## src/rtl/busClockPkg.sv

```systemverilog
package busClockPkg;
  // strobes from the control side to the phase datapath
  typedef struct packed {
    logic clear;  // inactive: hold everything at rest
    logic start;  // first active cycle: begin a low phase
    logic tick;   // one reference tick elapsed
  } ctrlStb_t;
endpackage

```

## src/rtl/busClockCtrl.sv

```systemverilog
module busClockCtrl
  import busClockPkg::*;
#(
  parameter int PRE_W = 7
) (
  input  logic             clk,
  input  logic             rstN,
  input  logic             enable,
  input  logic             clkReq,
  input  logic [PRE_W-1:0] prescale,
  output ctrlStb_t         stb
);
  logic             active;
  logic             running;
  logic [PRE_W-1:0] preCnt;
  logic [PRE_W-1:0] preLim;
  logic [PRE_W-1:0] preLast;

  assign active  = enable & clkReq;
  // a prescale of zero acts as one
  assign preLim  = (prescale == '0) ? PRE_W'(1) : prescale;
  assign preLast = preLim - PRE_W'(1);

  always_ff @(posedge clk) begin
    if (!rstN) begin
      running <= 1'b0;
      preCnt  <= '0;
    end else if (!active) begin
      running <= 1'b0;
      preCnt  <= '0;
    end else if (!running) begin
      running <= 1'b1;
      preCnt  <= '0;
    end else if (preCnt == preLast) begin
      preCnt  <= '0;
    end else begin
      preCnt  <= preCnt + PRE_W'(1);
    end
  end

  always_comb begin
    stb.clear = ~active;
    stb.start = active & ~running;
    stb.tick  = active & running & (preCnt == preLast);
  end
endmodule

```

## src/rtl/busClockPath.sv

```systemverilog
module busClockPath
  import busClockPkg::*;
#(
  parameter int CNT_W = 8
) (
  input  logic             clk,
  input  logic             rstN,
  input  ctrlStb_t         stb,
  input  logic [CNT_W-1:0] hiCnt,
  input  logic [CNT_W-1:0] loCnt,
  output logic             sclOut,
  output logic             lowMidStb,
  output logic             highMidStb
);
  logic             phaseHigh;
  logic [CNT_W-1:0] phCnt;
  logic [CNT_W-1:0] effHi;
  logic [CNT_W-1:0] effLo;
  logic [CNT_W-1:0] limit;
  logic [CNT_W-1:0] lastIdx;
  logic [CNT_W-1:0] midIdx;
  logic             midHit;

  // zero-length field behaves as one tick
  assign effHi   = (hiCnt == '0) ? CNT_W'(1) : hiCnt;
  assign effLo   = (loCnt == '0) ? CNT_W'(1) : loCnt;
  assign limit   = phaseHigh ? effHi : effLo;
  assign lastIdx = limit - CNT_W'(1);
  assign midIdx  = lastIdx >> 1;

  always_ff @(posedge clk) begin
    if (!rstN || stb.clear) begin
      phaseHigh <= 1'b1;
      phCnt     <= '0;
    end else if (stb.start) begin
      phaseHigh <= 1'b0;
      phCnt     <= '0;
    end else if (stb.tick) begin
      if (phCnt == lastIdx) begin
        phCnt     <= '0;
        phaseHigh <= ~phaseHigh;
      end else begin
        phCnt     <= phCnt + CNT_W'(1);
      end
    end
  end

  assign midHit     = stb.tick & (phCnt == midIdx);
  assign lowMidStb  = midHit & ~phaseHigh;
  assign highMidStb = midHit & phaseHigh;
  assign sclOut     = phaseHigh;
endmodule

```

## src/rtl/busClockGen.sv

```systemverilog
module busClockGen
  import busClockPkg::*;
#(
  parameter int PRE_W = 7,
  parameter int CNT_W = 8
) (
  input  logic               clk,
  input  logic               rstN,
  input  logic               enable,
  input  logic               clkReq,
  input  logic [PRE_W-1:0]   prescale,
  input  logic [2*CNT_W-1:0] divider,
  output logic               sclOut,
  output logic               refTick,
  output logic               lowMidStb,
  output logic               highMidStb
);
  localparam int DIV_W = 2 * CNT_W;

  ctrlStb_t stb;

  busClockCtrl #(.PRE_W(PRE_W)) u_ctrl (
    .clk      (clk),
    .rstN     (rstN),
    .enable   (enable),
    .clkReq   (clkReq),
    .prescale (prescale),
    .stb      (stb)
  );

  busClockPath #(.CNT_W(CNT_W)) u_path (
    .clk        (clk),
    .rstN       (rstN),
    .stb        (stb),
    .hiCnt      (divider[DIV_W-1:CNT_W]),
    .loCnt      (divider[CNT_W-1:0]),
    .sclOut     (sclOut),
    .lowMidStb  (lowMidStb),
    .highMidStb (highMidStb)
  );

  assign refTick = stb.tick;
endmodule

```

## config.mk

```make
export PLATFORM = sky130hd
export DESIGN_NAME = busClockGen
export DESIGN_NICKNAME = d
export VERILOG_FILES = /design/src/rtl/busClockPkg.sv /design/src/rtl/busClockCtrl.sv /design/src/rtl/busClockPath.sv /design/src/rtl/busClockGen.sv
export SDC_FILE = /design/constraint.sdc
export NUM_CORES = 1
export LEC_CHECK = 0
export ABC_AREA = 1
export BUFFER_PORTS_ARGS = -buffer_cell sky130_fd_sc_hd__buf_2
export CAP_MARGIN = 20
export CORE_MARGIN = 8
export CORE_UTILIZATION = 60
export CTS_CLUSTER_SIZE = 16
export DETAILED_ROUTE_END_ITERATION = 8
export GPL_TIMING_DRIVEN = 0
export HOLD_SLACK_MARGIN = 0.06
export PLACE_DENSITY = 0.86
export SLEW_MARGIN = 20
export SYNTH_ARGS = -nofsm -noshare
export SYNTH_HDL_FRONTEND = slang
export SYNTH_SLANG_ARGS = --single-unit
```

## constraint.sdc

```tcl
create_clock -name clk -period 4.9 [get_ports clk]
set_clock_uncertainty 0.05 [all_clocks]
set_input_delay 0.245 -clock clk [delete_from_list [all_inputs] [get_ports clk]]
set_output_delay 0.245 -clock clk [all_outputs]
set_load 0.01 [all_outputs]
```

# Word-level counts from Yosys, hierarchy flattened
# Cells that the tools add are included.
# Widths: inputs -> output; s select.
word_totals:
  register_bits: 17
  latch_bits: 0
  ram_bits: 0
  rom_bits: 0
  in_bits: 27
  output_inout_bits: 4
  word_cells: 41
  memories: 0
op_classes:
  add_sub_neg: 4
  n_mul: 0
  div: 0
  n_lt_le_gt_ge: 0
  eq_ne: 3
  n_shift: 0
  muxes: 9
  bitwise_logic: 11
  reduce_logical: 10
ops:
  columns: ["cell", "n"]
  rows:
  - ["$mux 8", 4]
  - ["$logic_not 8->1", 2]
  - ["$add 8x1->8 const B", 1]
  - ["$eq 8x7->1", 1]
  - ["$eq 8x8->1", 1]
  - ["$sub 8x1->8 const B", 1]
  - ["$add 7x1->7 const B", 1]
  - ["$and 1x1->1", 7]
  - ["$eq 7x7->1", 1]
  - ["$logic_not 7->1", 1]
  - ["$mux 7", 1]
  - ["$sub 7x1->7 const B", 1]
  - ["$mux 1", 4]
  - ["$not 1->1", 4]
  - ["$reduce_bool 2->1", 2]
  - ["$reduce_or 4->1", 1]
  - ["$reduce_and 2->1", 1]
  - ["$reduce_or 2->1", 1]
  - ["$logic_not 1->1", 1]
  - ["$logic_or 1x1->1", 1]

# Logic depth before layout (Yosys ltp)
logic_depth:
  word_depth: 8
  ltp_mapped: 21
  depth_no_buf: 21

# Hierarchy
# From an unflattened synthesis, not the netlist that was laid out.
hier_totals:
  cells_unflattened: 294
  area_unflattened_um2: 1783.0
by_module_without_submodules:
  columns: ["mod", "instances", "cells_per_inst", "area_per_inst_um2", "seq_area_each_um2"]
  rows:
  - ["busClockPath", 1, 197, 1169.9, 180.2]
  - ["busClockCtrl", 1, 97, 613.1, 160.2]

# Worst setup path before layout
# No wires, ideal clock.
synth_path:
  kind: "register to output"
  startpoint: "register u_path.phaseHigh (netlist: u_path.sclOut)"
  endpoint: "output port highMidStb"
  arrival_ps: 2144
  required_ps: 4605
  path_slack_ps: 2461
  path_stages_with_launch: 15
  n_path_buf: 0
  path_cell_list: "dfxtp_1 inv_2 nor2_1 o21ai_0 nand2_1 ha_1 nand3_2 nor2_2 nand3_1 nand2_1 xor2_1 nand3_1 nor2_1 nand3_1 nor2_1"
synth_via:
  elab_chain_len: 5
synth_rtl:
  columns: ["element", "line_no", "text"]
  rows:
  - ["start: declaration", "busClockPath.sv:15", "logic phaseHigh;"]
  - ["start signal: assignment", "busClockPath.sv:41", "phaseHigh <= ~phaseHigh;"]
  - ["$mux 8", "busClockPath.sv:27", "assign limit = phaseHigh ? effHi : effLo;"]
  - ["$sub 8x1->8", "busClockPath.sv:28", "assign lastIdx = limit - CNT_W'(1);"]
  - ["$eq 8x7->1", "busClockPath.sv:48", "assign midHit = stb.tick & (phCnt == midIdx);"]
  - ["$and 1x1->1", "busClockPath.sv:48", null]
  - ["$and 1x1->1 (*)", "busClockPath.sv:50", "assign highMidStb = midHit & phaseHigh;"]
  - ["end: declaration", "busClockGen.sv:16", "output logic highMidStb"]
# Every way passes the cells marked *; elsewhere a longest branch is shown, timed or not.

# Worst setup path in the final report
# Same ends and word-level chain as after synthesis.

==> results.sh <==
export IMPL_first_pass_iters=4
export IMPL_diodes=0
export IMPL_dieArea_mm2=0.00461
export IMPL_cts_root_buf="clkbuf_4"
export IMPL_cts_clk_slew_worst_paths_ps=90
export IMPL_synthToLayoutAreaGrowth_pct=13.3
export IMPL_critical_path_required_ps=4610
export IMPL_globalRouteTotalUtil=0.180
export IMPL_dr_wl_met3_um=202
export IMPL_dpl_cell_count=352
export IMPL_finalHoldViolations=0
export IMPL_placed_area_mm2=0.00180
export IMPL_switchingPower_uw=90.8
export IMPL_postCtsHoldBufs=0
export IMPL_ys_ff_latch=17
export IMPL_hold_slack_ps=160
export IMPL_ys_top_cells_by_area="nand2_1, dfxtp_1, nand3_1"
export IMPL_ys_seq_area_frac=0.211
export IMPL_cts_sinks=17
export IMPL_r2r_end="u_path.phCnt[3]"
export IMPL_yosysMostFrequentCell="nand2_1"
export IMPL_synth_compound_area_frac=0.0643
export IMPL_crit_family="simple AND/OR/NAND/NOR gates"
export IMPL_reg2reg_slack_ps=2060
export IMPL_vias=1829
export IMPL_placement_io_buffers=30
export IMPL_syn_num_nets=322
export IMPL_synth_async_sr_flop_share=0
export IMPL_period_needed_ps=3280
export IMPL_drtIter0Drc=84
export IMPL_preCtsSetupSlack_ps=1950
export IMPL_hp_class="in2reg"
export IMPL_initial_core_util=0.607
export IMPL_synth_main_ff_cell="dfxtp_1"
export IMPL_worstSetupStartpoint="u_path.sclOut"
export IMPL_cp_num_cells=16
export IMPL_grt_max_degree=11
export IMPL_wl_met2_um=1830
export IMPL_clkPwrFrac=0.258
export IMPL_synth_top_area_frac=0.214
export IMPL_worstSetupStartpointType="register"
export IMPL_coreArea_mm2=0.00266
export IMPL_arrival_ps=2990
export IMPL_crit_path_frequent_cell="nand2_1"
export IMPL_cap_viol_max_count=0
export IMPL_top_layer="met4"
export IMPL_synth_top_cell_by_area="nand2_1"
export IMPL_ys_types=26
export IMPL_drive_gt1_frac=0.142
export IMPL_comb_power_share=0.261
export IMPL_fp_row_count=19
export IMPL_postCtsSetupBuffers=0
export IMPL_synthMuxAreaShare=0
export IMPL_critPathMaxStageDelay_ps=510
export IMPL_cts_tree="yes"
export IMPL_layout_cells_non_filler=356
export IMPL_power_frac_seq=0.481
export IMPL_synth_common_cells="nand2_1, nor2_1, inv_1"
export IMPL_syn_inst=291
export IMPL_design_portCount=31
export IMPL_path_buf_inv=2
export IMPL_dp_hpwl_um=3240
export IMPL_setup_viol=0
export IMPL_grt_pass1_vias=1692
export IMPL_slew_headroom=0.649
export IMPL_synth_edf_count=0
export IMPL_synth_fa_ha_area_frac=0.0310
export IMPL_crit_path_end_kind="output pin"
export IMPL_slew_violations=0
export IMPL_cp_max_fo=8
export IMPL_cts_buffer_depth=2
export IMPL_ctsResizeCount=0
export IMPL_gp_congestion=0.907
export IMPL_r2r_start="u_path.sclOut"
export IMPL_drtAntennaViolNets=0
export IMPL_wl_met1_um=1750
export IMPL_wl_per_cell_um=10.7
export IMPL_post_synth_cell_area_avg_um2=5.55
export IMPL_yosys_area_share_simple=0.525
export IMPL_p_leak_uw=0.000917
export IMPL_synth_xor_area_frac=0.0596
export IMPL_endpoint="highMidStb"
export IMPL_nNetsFinal=357
export IMPL_synth_top_family_by_area="simple AND/OR/NAND/NOR gates"
export IMPL_grt_first_pass_wirelength_um=6640
export IMPL_synth_area_mm2=0.00162
export IMPL_swShare=0.312
export IMPL_clk_latency_ps=290
export IMPL_status="complete, no violations"
export IMPL_crit_chain="inv_2, nor2_1, o21ai_0, nand2_1, ha_1, nand3_2, nor2_2, nand2_1, nand2_1, nand2_1, xor2_1, nand3_1, nor2_1, nand3_1, nor2_1, buf_2"
export IMPL_gr_total_overflow=0
export IMPL_htreeDepth=1
export IMPL_antenna_found_initial=0
export IMPL_yosysWarnings=0
export IMPL_cpMaxStageDelayCell="dfxtp_1"
export IMPL_drt_wl_total_um=3820
export IMPL_critical_path_class="reg2out"
export IMPL_drc=0
export IMPL_p_int_uw=200
export IMPL_avgViaCountPerCell=5.14
export IMPL_cts_made_buffers=3
export IMPL_max_freq_mhz=304
export IMPL_tns_ps=0
export IMPL_fin_area_mm2=0.00183
export IMPL_post_route_period_util=0.670
export IMPL_tightest_slew_ps=522
export IMPL_rr_worst_depth=16
export IMPL_fin_ws_ps=1620
export IMPL_die_h_um=67.9
export IMPL_power_density_mw_per_mm2=159
export IMPL_die_w_um=67.9
export IMPL_rsz0062_at_grt="false"
export IMPL_ir_drop_v=0.000122
[state kept, by name, summed over array words and instances, names as in the netlist]
register and cells:
u_path.phCnt 8, u_ctrl.preCnt 7, u_ctrl.running 1, u_path.sclOut 1
[power groups by stage]
stage          Sequential [uW]  Combinational [uW]  Clock, uW
5_1_grt                    140                87.1       82.9
6_report                   140                75.8       75.2
2_1_floorplan              143                52.4          0
3_5_place_dp               143                75.4          0
4_1_cts                    140                75.9       75.8
3_3_place_gp               143                73.8          0
[logic make-up after synthesis]
logic type                 after synthesis
adders and majority gates                4
buffers and inverters                   45
DFF                                     17
and+or+nand+nor                        194
AOI/OAI and AO/OA                       20
xor gates and xnor gates                11
[how the worst min path moves through the flow]
stage / from / endpoint / slack (ps) / cells after the start
2_1_floorplan: clkReq / u_ctrl.running / 350 / 2
3_3_place_gp: u_ctrl.preCnt[0] / u_ctrl.preCnt[0] / 420 / 1
3_5_place_dp: u_ctrl.preCnt[0] / u_ctrl.preCnt[0] / 440 / 1
4_1_cts: rstN / u_ctrl.running / 160 / 3
5_1_grt: rstN / u_ctrl.running / 180 / 3
6_report: rstN / u_ctrl.running / 160 / 3
[tightest hold or removal path: cells and delay by family]
kind          cells  cell delay (ps)
buf+inv           2              140
simple gates      1               80
[per-stage QoR]
step                total power [uW]  utilization
detailed placement               218        0.678
finish                           291        0.688
global placement                 217        0.678
CTS                              291        0.688
floorplan                        195            -
global route                     310        0.688
[area by class of cell]
class,instances,area [um2]
multi-input combinational,229,1100
fill,268,832
sequential,17,340
inverter,42,158
timing repair buffer,30,150
tap,31,38.8
clock buffer,4,26.3
buffer,3,18.8
[per-layer routing]
| layer | up-vias | track usage |
|---|---|---|
| met4 | 0 | 0.0588 |
| met5 | - | 0 |
| met1 | 788 | 0.224 |
| li1 | 987 | - |
| met3 | 7 | 0.0344 |
| met2 | 47 | 0.307 |
[placed cells by master (no fill, tap or decap), drive strengths merged]
cell type / n
a21oi: 7
buf: 31
clkbuf: 6
dfxtp: 17
ha: 4
inv: 42
nand2: 94
nand3: 40
nand3b: 1
nand4: 5
nor2: 46
nor3: 4
nor4: 1
o2111ai: 1
o21ai: 12
or2: 3
xnor2: 1
xor2: 10
Note: power is estimated with default switching activity, not from simulation.
